--- src/rtl/memSelPkg.sv ---
package memSelPkg;
  localparam int ADDR_W        = 20;
  localparam int HIGH_W        = 4;
  localparam int LOW_W         = ADDR_W - HIGH_W;
  localparam int CFG_W         = 16;
  localparam int CFG_AW        = 3;
  localparam int CODE_W        = 4;
  localparam int BASE_LSB      = 10;
  localparam int BASE_W        = ADDR_W - BASE_LSB;
  localparam int IO_BASE_W     = LOW_W - BASE_LSB;
  localparam int UL_MIN_BITS   = 10;
  localparam int UL_MAX_CODE   = 8;
  localparam int MID_MIN_BITS  = 13;
  localparam int MID_MAX_CODE  = 6;
  localparam int NUM_MID       = 4;
  localparam int MID_IDX_W     = $clog2(NUM_MID);
  localparam int NUM_PERI      = 7;
  localparam int PERI_WIN_BITS = 7;
  localparam int PERI_IDX_W    = BASE_LSB - PERI_WIN_BITS;
  localparam int EN_BIT        = 15;
  localparam int IO_BIT        = 14;

  localparam logic [CFG_AW-1:0] REG_UPPER    = 3'd0;
  localparam logic [CFG_AW-1:0] REG_LOWER    = 3'd1;
  localparam logic [CFG_AW-1:0] REG_MID_SIZE = 3'd2;
  localparam logic [CFG_AW-1:0] REG_MID_BASE = 3'd3;
  localparam logic [CFG_AW-1:0] REG_PERI     = 3'd4;

  typedef struct packed {
    logic latchAddr;
    logic wrUpper;
    logic wrLower;
    logic wrMidSize;
    logic wrMidBase;
    logic wrPeri;
  } strobeT;
endpackage

--- src/rtl/memSelCtrl.sv ---
module memSelCtrl
  import memSelPkg::*;
(
  input  logic              ale,
  input  logic              cfgWrEn,
  input  logic [CFG_AW-1:0] cfgAddr,
  output strobeT            strobes
);
  always_comb begin
    strobes           = '0;
    strobes.latchAddr = ale;
    if (cfgWrEn) begin
      unique case (cfgAddr)
        REG_UPPER:    strobes.wrUpper   = 1'b1;
        REG_LOWER:    strobes.wrLower   = 1'b1;
        REG_MID_SIZE: strobes.wrMidSize = 1'b1;
        REG_MID_BASE: strobes.wrMidBase = 1'b1;
        REG_PERI:     strobes.wrPeri    = 1'b1;
        default:      ;
      endcase
    end
  end
endmodule

--- src/rtl/memSelDatapath.sv ---
module memSelDatapath
  import memSelPkg::*;
(
  input  logic                clk,
  input  logic                rstN,
  input  strobeT              strobes,
  input  logic [HIGH_W-1:0]   addrHigh,
  input  logic [LOW_W-1:0]    addrLow,
  input  logic                isMem,
  input  logic [CFG_W-1:0]    cfgData,
  output logic                upperSelN,
  output logic                lowerSelN,
  output logic [NUM_MID-1:0]  midSelN,
  output logic [NUM_PERI-1:0] periSelN
);
  function automatic logic [CODE_W-1:0] clampCode(input logic [CODE_W-1:0] code,
                                                  input int maxCode);
    return (int'(code) > maxCode) ? CODE_W'(maxCode) : code;
  endfunction

  function automatic logic [ADDR_W-1:0] highMask(input int lowBits);
    return ~((ADDR_W'(1) << lowBits) - ADDR_W'(1));
  endfunction

  logic [CODE_W-1:0] upperCode, lowerCode, midCode;
  logic              upperEn, lowerEn, midEn, periEn, periIo;
  logic [BASE_W-1:0] midBase, periBase;
  logic [ADDR_W-1:0] latAddr;
  logic              latMem;

  always_ff @(posedge clk or negedge rstN) begin
    if (!rstN) begin
      upperCode <= '0;
      upperEn   <= 1'b1;
      lowerCode <= '0;
      lowerEn   <= 1'b0;
      midCode   <= '0;
      midEn     <= 1'b0;
      midBase   <= '0;
      periBase  <= '0;
      periEn    <= 1'b0;
      periIo    <= 1'b0;
      latAddr   <= '0;
      latMem    <= 1'b0;
    end else begin
      if (strobes.wrUpper) begin
        upperCode <= clampCode(cfgData[CODE_W-1:0], UL_MAX_CODE);
        upperEn   <= cfgData[EN_BIT];
      end
      if (strobes.wrLower) begin
        lowerCode <= clampCode(cfgData[CODE_W-1:0], UL_MAX_CODE);
        lowerEn   <= cfgData[EN_BIT];
      end
      if (strobes.wrMidSize) begin
        midCode <= clampCode(cfgData[CODE_W-1:0], MID_MAX_CODE);
        midEn   <= cfgData[EN_BIT];
      end
      if (strobes.wrMidBase) midBase <= cfgData[BASE_W-1:0];
      if (strobes.wrPeri) begin
        periBase <= cfgData[BASE_W-1:0];
        periIo   <= cfgData[IO_BIT];
        periEn   <= cfgData[EN_BIT];
      end
      if (strobes.latchAddr) begin
        latAddr <= {addrHigh, addrLow};
        latMem  <= isMem;
      end
    end
  end

  logic [ADDR_W-1:0]     upperMask, lowerMask, midMask, midBaseFull;
  logic                  upperHit, lowerHit, midHit, periHit;
  logic                  periSpaceOk, periBaseOk;
  logic [MID_IDX_W-1:0]  midQuarter;
  logic [PERI_IDX_W-1:0] periIdx;
  int                    midBits;

  always_comb begin
    upperMask   = highMask(UL_MIN_BITS + int'(upperCode));
    lowerMask   = highMask(UL_MIN_BITS + int'(lowerCode));
    midBits     = MID_MIN_BITS + int'(midCode);
    midMask     = highMask(midBits);
    midBaseFull = {midBase, {BASE_LSB{1'b0}}};

    upperHit   = upperEn && latMem && ((latAddr & upperMask) == upperMask);
    lowerHit   = lowerEn && latMem && ((latAddr & lowerMask) == '0);
    midHit     = midEn && latMem && ((latAddr & midMask) == (midBaseFull & midMask));
    midQuarter = MID_IDX_W'(latAddr >> (midBits - MID_IDX_W));

    periSpaceOk = periIo ? !latMem : latMem;
    periBaseOk  = periIo
                ? (latAddr[LOW_W-1:BASE_LSB] == periBase[IO_BASE_W-1:0])
                : (latAddr[ADDR_W-1:BASE_LSB] == periBase);
    periHit     = periEn && periSpaceOk && periBaseOk;
    periIdx     = latAddr[BASE_LSB-1:PERI_WIN_BITS];
  end

  assign upperSelN = !upperHit;
  assign lowerSelN = !lowerHit;

  for (genvar q = 0; q < NUM_MID; q++) begin : gMid
    assign midSelN[q] = !(midHit && (midQuarter == MID_IDX_W'(q)));
  end

  for (genvar n = 0; n < NUM_PERI; n++) begin : gPeri
    assign periSelN[n] = !(periHit && (periIdx == PERI_IDX_W'(n)));
  end
endmodule

--- src/rtl/memSelectDecoder.sv ---
module memSelectDecoder
  import memSelPkg::*;
(
  input  logic                clk,
  input  logic                rstN,
  input  logic [HIGH_W-1:0]   addrHigh,
  input  logic [LOW_W-1:0]    addrLow,
  input  logic                ale,
  input  logic                isMem,
  input  logic                cfgWrEn,
  input  logic [CFG_AW-1:0]   cfgAddr,
  input  logic [CFG_W-1:0]    cfgData,
  output logic                upperSelN,
  output logic                lowerSelN,
  output logic [NUM_MID-1:0]  midSelN,
  output logic [NUM_PERI-1:0] periSelN
);
  strobeT strobes;

  memSelCtrl uCtrl (
    .ale     (ale),
    .cfgWrEn (cfgWrEn),
    .cfgAddr (cfgAddr),
    .strobes (strobes)
  );

  memSelDatapath uPath (
    .clk       (clk),
    .rstN      (rstN),
    .strobes   (strobes),
    .addrHigh  (addrHigh),
    .addrLow   (addrLow),
    .isMem     (isMem),
    .cfgData   (cfgData),
    .upperSelN (upperSelN),
    .lowerSelN (lowerSelN),
    .midSelN   (midSelN),
    .periSelN  (periSelN)
  );
endmodule

--- config.mk ---
export PLATFORM = sky130hd
export DESIGN_NAME = memSelectDecoder
export DESIGN_NICKNAME = d
export VERILOG_FILES = /design/src/rtl/memSelPkg.sv /design/src/rtl/memSelCtrl.sv /design/src/rtl/memSelDatapath.sv /design/src/rtl/memSelectDecoder.sv
export SDC_FILE = /design/constraint.sdc
export NUM_CORES = 1
export LEC_CHECK = 0
export BUFFER_PORTS_ARGS = -buffer_cell sky130_fd_sc_hd__buf_2
export CORE_AREA = 2 2 106 108
export DETAILED_ROUTE_END_ITERATION = 16
export DIE_AREA = 0 0 108 110
export SETUP_SLACK_MARGIN = 0.5
export SLEW_MARGIN = 0
export SYNTH_ARGS = -nofsm -noshare
export SYNTH_HDL_FRONTEND = slang
export SYNTH_HIERARCHICAL = 1
export SYNTH_SLANG_ARGS = --single-unit
export TNS_END_PERCENT = 50
--- constraint.sdc ---
create_clock -name clk -period 7.3 [get_ports clk]
set_clock_uncertainty 0.05 [all_clocks]
set_input_delay 1.46 -clock clk [delete_from_list [all_inputs] [get_ports clk]]
set_output_delay 1.46 -clock clk [all_outputs]
set_load 0.005 [all_outputs]
==> results by group, run 1 <==
Final layout
  – Area grow syn2layout: 9.44%
  – Layout Cells excl Fill: 673
  – Post-layout util: 0.483
  – Layout cell share with drive strength beyond 1: 0.261
  – Total Nets Final: 583
  – Final antenna diode count: 0

Clock tree
  – Clock slew at reported path FFs: 0.07 ns
  – Postcts setup bufs: 0
  – Post_cts resized: 0
  – Root Driver: clkbuf_8
  – Clock Latency Late Sink: 0.34 ns
  – Clock sinks: 58
  – CTS buffer count: 9
  – Clk buf depth: 2
  – H-tree levels: 3
  – CTS tree: built
  – Hold Buf Count CTS: 0

Worst setup path
  – Critical Path Sink Type: output pin
  – Crit-path slowest cell: dfrtp_1
  – CP Cell Sequence: ha_1 -> nand2b_1 -> a21oi_1 -> nand3_1 -> ha_1 -> nor4b_2 -> a21oi_1 -> or3_1 -> a2bb2oi_1 -> o2111ai_1 -> or4_1 -> buf_2
  – WP data arrival: 4.44 ns
  – Critical path class: reg2out
  – Startpoint Class: register
  – Crit-path max cell delay: 0.75 ns
  – CP Data Required Time: 5.79 ns
  – Critical path fanouts, max: 22

Synth
  – Syn Inst Count: 509
  – Warning count from the yosys run: 6
  – Post-synth top area share: 0.302
  – Number of synthesized register bits: 58
  – Post-synth cell types: 78
  – Cell with the most instances after synthesis: dfrtp_1
  – Synthesized area: 0.00472 mm2
  – Synth area leaders: dfrtp_1 30%, mux2_2 11%, xnor2_1 3.5%, o21ai_0 3.4%, nand2_1 3.1%
  – Synth cell count leaders: 57 x dfrtp_1, 45 x mux2_2, 39 x nand2_1
  – Post-synth top flop: dfrtp_1
  – Post-synth EDFFs: 0
  – Area leader, netlist: dfrtp_1
  – Async set-reset flop share out of synthesis: 1.00
  – Seq/Total Area, Yosys: 0.308
  – Syn Area/Cell: 9.27 um2

Placement
  – Port bufs: 52
  – DP Cell Count: 657
  – Routability cong.: 0.965
  – Dpl hpwl: 9090 um

Detailed routing
  – Final WL: 12800 um
  – ANT nets after route: 0
  – WL/cell: 19.0 um
  – Initial DRC count: 445
  – DR vias: 4093
  – DR vias/cell: 6.08
  – Drt pass-1 iters: 7
  – Drc violations: 0

Timing
  – Final TNS setup: 0 ns
  – Slew HR: 0.400
  – Tmin final: 5.95 ns
  – Max Clock Freq: 168 MHz
  – Unrepaired setup endpoints after global routing: no
  – Final period util: 0.815
  – Final hold vios: 0
  – Final Setup Violations: 0
  – Least-Margin Pin Slew: 0.897 ns
  – Final Max Slew Viols: 0

Outcome
  – Outcome: finished clean

Power and ir drop
  – Sw Pwr: 505 uW
  – Comb pwr share: 0.385
  – VDD IR max: 0.162 mV
  – Sequential Power Share: 0.358
  – LEAKAGE: 0.00199 uW
  – Pwr Density: 256 mW/mm2
  – Net Sw Frac: 0.382
  – Clock Power Share: 0.257
  – P_int: 816 uW

Floorplan
  – Die Ht: 110 um
  – Die X: 108 um
  – IO Pins: 57
  – Total Die Area: 0.0119 mm2
  – Cell Rows: 38
  – Initial Utilization: 0.441
  – Core ar.: 0.0107 mm2

GRT
  – Pin count of the biggest net entering global routing: 59
  – Initial antenna violation count: 0
  – Total routing usage reported by global routing: 0.228
  – Grt ovf: 0
  – Vias in the first global route: 3778
  – First-pass GRT wire length: 20500 um

Job
  – Maxcap violations: 0

Min path
  – Worst hold path type: reg2reg
==> metal layers <==
layer  GRT usage  vias up  wire [um]
met5           0        -          0
met4      0.0513        0        129
met3      0.0376       15        937
met1       0.330     1986       5950
li1            -     1922          -
met2       0.360      170       5770
==> sequential cells by signal (all words and copies together), names as in the netlist <==
| signal | cells |
|---|---|
| uPath/upperCode | 4 |
| uPath/upperEn | 1 |
| uPath/midEn | 1 |
| uPath/periIo | 1 |
| uPath/periBase | 10 |
| uPath/periEn | 1 |
| uPath/latMem | 1 |
| uPath/lowerCode | 4 |
| uPath/midCode | 4 |
| uPath/latAddr | 20 |
| uPath/lowerEn | 1 |
| uPath/midBase | 10 |
==> kinds of logic (layout without fill, tap and decap cells) <==
family                   count (synthesis)  after routing  share of synthesized area
buffers and inverters                   63             86                     0.0626
AND/OR/NAND/NOR                        163            163                      0.200
AO/OA/AOI/OAI                          121            121                      0.174
multiplexers                            59             59                      0.164
flip-flops                              58             58                      0.308
adder cells (fa/ha/maj)                 11             11                     0.0292
XOR/XNOR                                33             33                     0.0612
other                                    1              2                   0.000795
==> layout make-up <==
| class | count | area (um2) |
|---|---|---|
| Sequential cell | 58 | 1450 |
| Inverter | 16 | 60.1 |
| Clock inverter | 7 | 103 |
| Timing Repair Buffer | 54 | 275 |
| Tap cell | 140 | 175 |
| Multi-Input combinational cell | 389 | 2980 |
| Clock buffer | 9 | 124 |
| Fill cell | 998 | 5530 |
==> final timing paths <==
check	depth (start not counted)	start	end	slack [ns]
max	12	uPath/upperCode[1]$_DFFE_PN0P_	upperSelN	1.35
min	1	uPath/periEn$_DFFE_PN0P_	uPath/periEn$_DFFE_PN0P_	0.47
max reg2reg	1	uPath/upperCode[1]$_DFFE_PN0P_	uPath/upperCode[1]$_DFFE_PN0P_	6.15
min reg2reg	1	uPath/periEn$_DFFE_PN0P_	uPath/periEn$_DFFE_PN0P_	0.47
max in group asynchronous	2	rstN	uPath/latAddr[7]$_DFFE_PN0P_	5.50
min in group asynchronous	2	rstN	uPath/latAddr[18]$_DFFE_PN0P_	1.20
==> layout by cell type, fill, tap and decap left out, drive strengths merged, types with 8 or more instances in the layout <==
| master | Yosys | layout |
|---|---|---|
| buf | 25 | 54 |
| mux4 | 9 | 9 |
| clkbuf | 22 | 9 |
| dfrtp | 57 | 57 |
| a21oi | 27 | 27 |
| inv | 16 | 17 |
| nor3 | 16 | 16 |
| mux2 | 46 | 46 |
| nor4 | 8 | 8 |
| nor2 | 24 | 24 |
| nand3 | 16 | 16 |
| xnor2 | 19 | 19 |
| o21ai | 32 | 32 |
| nor2b | 12 | 12 |
| nand2 | 39 | 39 |
| xor2 | 14 | 14 |
| ha | 11 | 11 |
==> worst max-delay path, delay by kind of cell (launching register included) <==
kind            cells  cell delay (ns)
flops               1             0.75
buf+inv             1             0.14
compound gates      4             0.69
fa+ha+maj           2             0.97
simple gates        5             1.55
==> power by group through the flow <==
stage          Sequential, uW  Combinational (uW)  Clock (uW)
2_1_floorplan             414                 457           0
3_3_place_gp              474                 494           0
3_5_place_dp              477                 501           0
4_1_cts                   470                 504         346
5_1_grt                   482                 560         364
6_report                  473                 508         339
==> through the flow <==
step | area [um2] | setup slack (ns) | total power (uW) | hold slack [ns]
after floorplan | 4720 | 2.61 | 870 | 0.430
after global placement | 4940 | 1.79 | 967 | 0.445
after detailed placement | 4940 | 1.75 | 978 | 0.451
after CTS | 5160 | 1.36 | 1320 | 0.466
after global routing | 5160 | 0.928 | 1410 | 0.479
final | 5160 | 1.35 | 1320 | 0.466
No activity file was read; power rests on OpenSTA's default activity.
==> inputs of run 2 (changes only) <==
ABC_AREA = 1   (was not set)
CORE_AREA = 2 2 107 109   (was 2 2 106 108)
DIE_AREA = 0 0 109 111   (was 0 0 108 110)
PLACE_DENSITY = 0.66   (was not set)
clock period = 5.15 ns   (was 7.3 ns; I/O delays follow)
==> results by group, run 2 <==
Outcome
  – Outcome: finished clean (unchanged)

Power and ir drop
  – Sw Pwr: 878 uW (was 505 uW)
  – P_int: 1260 uW (was 816 uW)
  – LEAKAGE: 0.00271 uW (was 0.00199 uW)
  – Comb pwr share: 0.403 (was 0.385)
  – Sequential Power Share: 0.288 (was 0.358)
  – Clock Power Share: 0.309 (was 0.257)
  – Net Sw Frac: 0.410 (was 0.382)
  – Pwr Density: 386 mW/mm2 (was 256 mW/mm2)
  – VDD IR max: 0.168 mV (was 0.162 mV)
  – Tot Pwr: 2140 uW (was 1320 uW)

Detailed routing
  – ANT nets after route: 0 (unchanged)
  – WL/cell: 16.0 um (was 19.0 um)
  – Drt pass-1 iters: 5 (was 7)
  – Drc violations: 0 (unchanged)
  – DR vias/cell: 5.45 (was 6.08)
  – Initial DRC count: 339 (was 445)
  – DR vias: 5016 (was 4093)
  – Final WL: 14800 um (was 12800 um)

Synth
  – Synth cell count leaders: 174 x nand2_1, 107 x nand3_1, 86 x inv_1 (was 57 x dfrtp_1, 45 x mux2_2, 39 x nand2_1)
  – Synthesized area: 0.00484 mm2 (was 0.00472 mm2)
  – Seq/Total Area, Yosys: 0.300 (was 0.308)
  – Area leader, netlist: dfrtp_1 (unchanged)
  – Syn Inst Count: 729 (was 509)
  – Async set-reset flop share out of synthesis: 1.00 (unchanged)
  – Warning count from the yosys run: 6 (unchanged)
  – Synth area leaders: dfrtp_1 29%, nand2_1 13%, nand3_1 11%, inv_1 6.7%, o21ai_0 6.3% (was dfrtp_1 30%, mux2_2 11%, xnor2_1 3.5%, o21ai_0 3.4%, nand2_1 3.1%)
  – Cell with the most instances after synthesis: nand2_1 (was dfrtp_1)
  – Post-synth top flop: dfrtp_1 (unchanged)
  – Syn Area/Cell: 6.64 um2 (was 9.27 um2)
  – Post-synth EDFFs: 0 (unchanged)
  – Post-synth top area share: 0.295 (was 0.302)
  – Number of synthesized register bits: 58 (unchanged)
  – Post-synth cell types: 48 (was 78)

Worst setup path
  – Critical Path Sink Type: output pin (unchanged)
  – Flop-to-flop setup slack: 4.02 ns (was 6.15 ns)
  – Critical path fanouts, max: 30 (was 22)
  – WP data arrival: 3.22 ns (was 4.44 ns)
  – CP Data Required Time: 4.07 ns (was 5.79 ns)
  – Critical path class: reg2out (unchanged)
  – Startpoint Class: register (unchanged)

Placement
  – Port bufs: 52 (unchanged)
  – Placed Area: 0.00519 mm2 (was 0.00494 mm2)
  – Routability cong.: 0.912 (was 0.965)
  – Dpl hpwl: 11100 um (was 9090 um)

Timing
  – Max Clock Freq: 233 MHz
  – Unrepaired setup endpoints after global routing: no (unchanged)
  – Final Max Slew Viols: 0 (unchanged)
  – Final TNS setup: 0 ns (unchanged)
  – Final Setup Violations: 0 (unchanged)
  – Tmin final: 4.30 ns
  – Slew HR: 0.249 (was 0.400)
  – Final hold vios: 0 (unchanged)
  – Least-Margin Pin Slew: 1.12 ns (was 0.897 ns)
  – Final period util: 0.835

Clock tree
  – Clk buf depth: 2 (unchanged)
  – Clock Latency Late Sink: 0.32 ns (was 0.34 ns)
  – H-tree levels: 3 (unchanged)
  – Clock slew at reported path FFs: 0.06 ns (was 0.07 ns)
  – Root Driver: clkbuf_16 (was clkbuf_8)
  – Hold Buf Count CTS: 0 (unchanged)
  – Clock sinks: 58 (unchanged)
  – CTS buffer count: 9 (unchanged)
  – CTS tree: built (unchanged)
  – Postcts setup bufs: 0 (unchanged)

Floorplan
  – Initial Utilization: 0.437 (was 0.441)
  – Core ar.: 0.0111 mm2 (was 0.0107 mm2)
  – IO Pins: 57 (unchanged)
  – Die X: 109 um (was 108 um)
  – Total Die Area: 0.0121 mm2 (was 0.0119 mm2)
  – Die Ht: 111 um (was 110 um)
  – Cell Rows: 39 (was 38)

Final layout
  – Biggest register: uPath/latAddr (unchanged)
  – Largest registers: uPath/latAddr: 20 flops, uPath/midBase: 10 flops, uPath/periBase: 10 flops (unchanged)
  – Design area: 0.00554 mm2 (was 0.00516 mm2)
  – Total Nets Final: 827 (was 583)
  – Filler Cells Inserted: 1111 (was 998)
  – Layout cell share with drive strength beyond 1: 0.166 (was 0.261)
  – Number of flip-flops in the largest register: 20 (unchanged)
  – Area grow syn2layout: 14.5% (was 9.44%)
  – Commonest non-fill, non-tap cell in the layout: nand2_1 (was dfrtp_1)
  – Commonest non-fill, non-tap cells in the layout: 174 x nand2_1, 107 x nand3_1, 85 x inv_1 (was 57 x dfrtp_1, 52 x buf_2, 45 x mux2_2)
  – Final antenna diode count: 0 (unchanged)

GRT
  – Initial antenna violation count: 0 (unchanged)
  – Pin count of the biggest net entering global routing: 59 (unchanged)
  – Grt ovf: 0 (unchanged)
  – Total routing usage reported by global routing: 0.255 (was 0.228)
  – First-pass GRT wire length: 23800 um (was 20500 um)
  – Vias in the first global route: 4616 (was 3778)

Min path
  – Worst hold path type: reg2reg (unchanged)

Job
  – Maxcap violations: 0 (unchanged)
[run 2: cell types whose count changed in the layout (fill, tap and decap cells not counted), moves of 6 or more]
cell	delta
nor2_2	+6
clkbuf_16	+9
xnor2_1	-13
o21ai_0	+29
inv_1	+69
inv_2	+6
clkbuf_8	-9
mux2_2	-30
nand2_1	+135
nand2b_1	-7
nor2_1	+47
nand3_1	+91
mux4_2	-6
nor2b_1	-12
[run 2: path summary, 6_finish.rpt]
kind,from,endpoint,cells past startpoint
max,uPath/midCode[0]$_DFFE_PN0P_,midSelN[1],15
min,uPath/upperEn$_DFFE_PN1P_,uPath/upperEn$_DFFE_PN1P_,2
max reg2reg,uPath/latAddr[8]$_DFFE_PN0P_,uPath/latAddr[8]$_DFFE_PN0P_,2
min reg2reg,uPath/upperEn$_DFFE_PN1P_,uPath/upperEn$_DFFE_PN1P_,2
max in group asynchronous,rstN,uPath/lowerCode[3]$_DFFE_PN0P_,2
min in group asynchronous,rstN,uPath/latAddr[12]$_DFFE_PN0P_,2
[run 2: critical path, stage by stage (launching register included)]
cell	delay, ns
dfrtp_1	0.36
clkinv_2	0.23
ha_4	0.43
clkinvlp_4	0.25
ha_1	0.32
nand4_4	0.29
inv_2	0.07
nor2_1	0.14
nand2_1	0.07
nand3_1	0.09
nand3_1	0.08
nand2_1	0.09
inv_1	0.04
a21oi_1	0.18
nand3_1	0.10
buf_2	0.13
[run 2: through the flow]
step	setup WS (ns)	std cells	utilization	hold slack (ns)
final	0.851	920	0.500	0.458
after global placement	0.672	904	0.468	0.442
after floorplan	1.21	730	-	0.411
after CTS	0.733	920	0.499	0.456
after global routing	0.575	920	0.500	0.472
after detailed placement	0.590	904	0.468	0.446
[run 2: power by group through the flow]
stage	sequential (uW)	combinational (uW)	clock [uW]
after floorplan	584	676	0
after global placement	623	821	0
after detailed placement	625	833	0
after CTS	617	843	667
after global routing	628	973	687
final	618	862	662
[run 2: what timing repair did]
| action | in CTS | in global routing |
|---|---|---|
| setup endpoints to repair | 4 | 4 |
| resized for setup | 2 | 3 |
| endpoints found under the hold margin | 0 | 0 |
[run 2: cell families (layout without fill, tap and decap cells)]
logic type / after synthesis / after routing / share of synthesized area
compound gates: 110 / 110 / 0.132
xor+xnor: 19 / 19 / 0.0359
fa+ha+maj: 11 / 11 / 0.0284
buf+inv: 121 / 168 / 0.101
flops: 58 / 58 / 0.300
mux: 15 / 15 / 0.0349
other cells: 1 / 2 / 0.000774
simple gates: 394 / 394 / 0.367
[run 2: area by class of cell]
type	instances	area, um2	share of cell area
Clock inverter	7	103	0.0185
Multi-Input combinational cell	551	2920	0.528
Sequential cell	58	1450	0.262
Tap cell	143	179	0.0323
Inverter	98	384	0.0693
Timing Repair Buffer	54	275	0.0497
Clock buffer	9	225	0.0406
[run 2: layer usage]
metal / vias to the layer above / track usage / part of all wire
li1: 2464 / - / -
met1: 2354 / 0.366 / 0.45
met2: 178 / 0.400 / 0.46
met3: 20 / 0.0235 / 0.068
met4: 0 / 0.0846 / 0.025
met5: - / 0 / 0
==> inputs of run 3 (changes only) <==
ABC_AREA = 0   (was 1)
CORE_AREA = 2 2 106 108   (was 2 2 107 109)
DIE_AREA = 0 0 108 110   (was 0 0 109 111)
clock period = 3.55 ns   (was 5.15 ns; I/O delays follow)
==> results by group, run 3 (synthesis gave the netlist of run 1 again) <==
GRT
  – Grt ovf: 0 (unchanged)
  – Pin count of the biggest net entering global routing: 48 (was 59)
  – Initial antenna violation count: 0 (unchanged)
  – Vias in the first global route: 4182 (was 4616)
  – Total routing usage reported by global routing: 0.251 (was 0.255)
  – First-pass GRT wire length: 22600 um (was 23800 um)

Floorplan
  – Cell Rows: 38 (was 39)
  – Core ar.: 0.0107 mm2 (was 0.0111 mm2)
  – Initial Utilization: 0.441 (was 0.437)
  – IO Pins: 57 (unchanged)
  – Die Ht: 110 um (was 111 um)
  – Total Die Area: 0.0119 mm2 (was 0.0121 mm2)
  – Die X: 108 um (was 109 um)

Power and ir drop
  – Clock Power Share: 0.225 (was 0.309)
  – P_int: 1950 uW (was 1260 uW)
  – Tot Pwr: 3130 uW (was 2140 uW)
  – Sw Pwr: 1190 uW (was 878 uW)
  – Comb pwr share: 0.481 (was 0.403)
  – Net Sw Frac: 0.379 (was 0.410)
  – LEAKAGE: 0.00225 uW (was 0.00271 uW)
  – VDD IR max: 0.310 mV (was 0.168 mV)
  – Pwr Density: 538 mW/mm2 (was 386 mW/mm2)
  – Sequential Power Share: 0.294 (was 0.288)

Clock tree
  – Clock Latency Late Sink: 0.33 ns (was 0.32 ns)
  – H-tree levels: 3 (unchanged)
  – Clk buf depth: 2 (unchanged)
  – Clock slew at reported path FFs: 0.07 ns (was 0.06 ns)
  – Root Driver: clkbuf_8 (was clkbuf_16)
  – CTS buffer count: 9 (unchanged)
  – Clock sinks: 58 (unchanged)
  – Hold Buf Count CTS: 0 (unchanged)
  – CTS tree: built (unchanged)

Timing
  – Final hold vios: 0 (unchanged)
  – Worst hold slack: 0.472 ns (was 0.458 ns)
  – Least-Margin Pin Slew: 1.05 ns (was 1.12 ns)
  – Slew HR: 0.298 (was 0.249)
  – Unrepaired setup endpoints after global routing: yes (was no)
  – Post-route setup slack: -0.266 ns (was 0.851 ns)
  – Max Clock Freq: 262 MHz
  – Tmin final: 3.82 ns
  – Final Setup Violations: 6 (was 0)
  – Final Max Slew Viols: 0 (unchanged)
  – Final period util: 1.08

Placement
  – Placed Area: 0.00523 mm2 (was 0.00519 mm2)
  – Routability cong.: 0.934 (was 0.912)
  – Dpl hpwl: 10100 um (was 11100 um)
  – Place WS: 0.0320 ns (was 0.590 ns)
  – Port bufs: 52 (unchanged)
  – DP Cell Count: 687 (was 904)

Detailed routing
  – DR vias: 4403 (was 5016)
  – Final WL: 14600 um (was 14800 um)
  – WL/cell: 20.3 um (was 16.0 um)
  – DR vias/cell: 6.15 (was 5.45)
  – Drt pass-1 iters: 5 (unchanged)
  – ANT nets after route: 0 (unchanged)
  – Drc violations: 0 (unchanged)
  – Initial DRC count: 338 (was 339)

Final layout
  – Number of flip-flops in the largest register: 20 (unchanged)
  – Area grow syn2layout: 23.5% (was 14.5%)
  – Biggest register: uPath/latAddr (unchanged)
  – Design area: 0.00583 mm2 (was 0.00554 mm2)
  – Layout Cells excl Fill: 716 (was 920)
  – Commonest non-fill, non-tap cells in the layout: 52 x buf_2, 52 x dfrtp_1, 45 x mux2_2 (was 174 x nand2_1, 107 x nand3_1, 85 x inv_1)
  – Final antenna diode count: 0 (unchanged)
  – Largest registers: uPath/latAddr: 20 flops, uPath/midBase: 10 flops, uPath/periBase: 10 flops (unchanged)
  – Total Nets Final: 626 (was 827)
  – Layout cell share with drive strength beyond 1: 0.385 (was 0.166)

Worst setup path
  – Top delay family on crit path: simple AND/OR/NAND/NOR gates (unchanged)
  – Crit-path slowest cell: dfrtp_1 (was ha_4)
  – CP Cell Sequence: ha_4 -> and2b_1 -> nand3_2 -> ha_4 -> buf_4 -> nor3_1 -> a21oi_1 -> a221oi_2 -> o2111ai_2 -> or4_1 -> buf_2 (was clkinv_2 -> ha_4 -> clkinvlp_4 -> ha_1 -> nand4_4 -> inv_2 -> nor2_1 -> nand2_1 -> nand3_1 -> nand3_1 -> nand2_1 -> inv_1 -> a21oi_1 -> nand3_1 -> buf_2)
  – CP dominant cell by count: ha_4 (was nand3_1)
  – Critical path class: reg2out (unchanged)
  – Crit-path max cell delay: 0.41 ns (was 0.43 ns)
  – WP data arrival: 3.06 ns (was 3.22 ns)
  – CP Data Required Time: 2.79 ns (was 4.07 ns)
  – Startpoint Class: register (unchanged)
  – Critical path fanouts, max: 11 (was 30)
  – Critical Path Sink Type: output pin (unchanged)
  – Crit path buffers/inverters: 2 (was 5)

Job
  – Maxcap violations: 0 (unchanged)

Min path
  – Worst hold path type: reg2reg (unchanged)

Outcome
  – Outcome: complete, but fails checks (was finished clean)
  – Failing checks: negative setup slack
[run 3: changes by cell type in the layout (fill, tap and decap cells not counted), sizes merged, moves of 13 or more]
cell,change
nand3,-94
inv,-78
xnor2,+13
nand2,-145
buf,+42
o21ai,-30
mux2,+31
nor2,-57
[run 3: per-layer routing]
layer / up-vias / GRT usage / share of wire
met5: - / 0 / 0
met2: 213 / 0.396 / 0.46
li1: 1998 / - / -
met3: 41 / 0.0276 / 0.067
met1: 2151 / 0.353 / 0.44
met4: 0 / 0.103 / 0.031
[run 3: through the flow]
| step | TNS (ns) | utilization |
|---|---|---|
| final | -0.458 | 0.545 |
| after global routing | -1.06 | 0.545 |
| after CTS | -0.505 | 0.536 |
| after detailed placement | 0 | 0.489 |
| after global placement | 0 | 0.489 |
| after floorplan | 0 | - |
[run 3: final cells by class]
| class | count | area [um2] |
|---|---|---|
| Clock buffer | 10 | 138 |
| Clock inverter | 6 | 90.1 |
| Fill cell | 975 | 4870 |
| Inverter | 16 | 65.1 |
| Multi-Input combinational cell | 389 | 3240 |
| Sequential cell | 58 | 1460 |
| Tap cell | 140 | 175 |
| Timing Repair Buffer | 97 | 663 |
[run 3: power groups by stage]
stage / registers [uW] / logic (uW) / clock network, uW
final: 922 / 1510 / 706
after global routing: 933 / 1620 / 741
after CTS: 917 / 1430 / 717
after detailed placement: 919 / 1260 / 0
after global placement: 911 / 1230 / 0
after floorplan: 851 / 1010 / 0
[run 3: what timing repair did]
action	CTS	global route
resized for setup	33	18
endpoints found under the setup margin	8	7
cloned	1	0
pin swaps	18	11
buffers inserted	11	1
[run 3: path summary, 6_finish.rpt]
check                                               start                       endpoint  slack (ns)  cells past startpoint
setup / recovery           uPath/upperCode[2]$_DFFE_PN0P_                      upperSelN       -0.27                     11
hold / removal                   uPath/periEn$_DFFE_PN0P_       uPath/periEn$_DFFE_PN0P_        0.47                      1
setup reg to reg            uPath/latAddr[16]$_DFFE_PN0P_  uPath/latAddr[16]$_DFFE_PN0P_        2.48                      1
hold reg to reg                  uPath/periEn$_DFFE_PN0P_       uPath/periEn$_DFFE_PN0P_        0.47                      1
max in group asynchronous                            rstN   uPath/midCode[3]$_DFFE_PN0P_        2.17                      2
min in group asynchronous                            rstN  uPath/latAddr[18]$_DFFE_PN0P_        0.49                      1
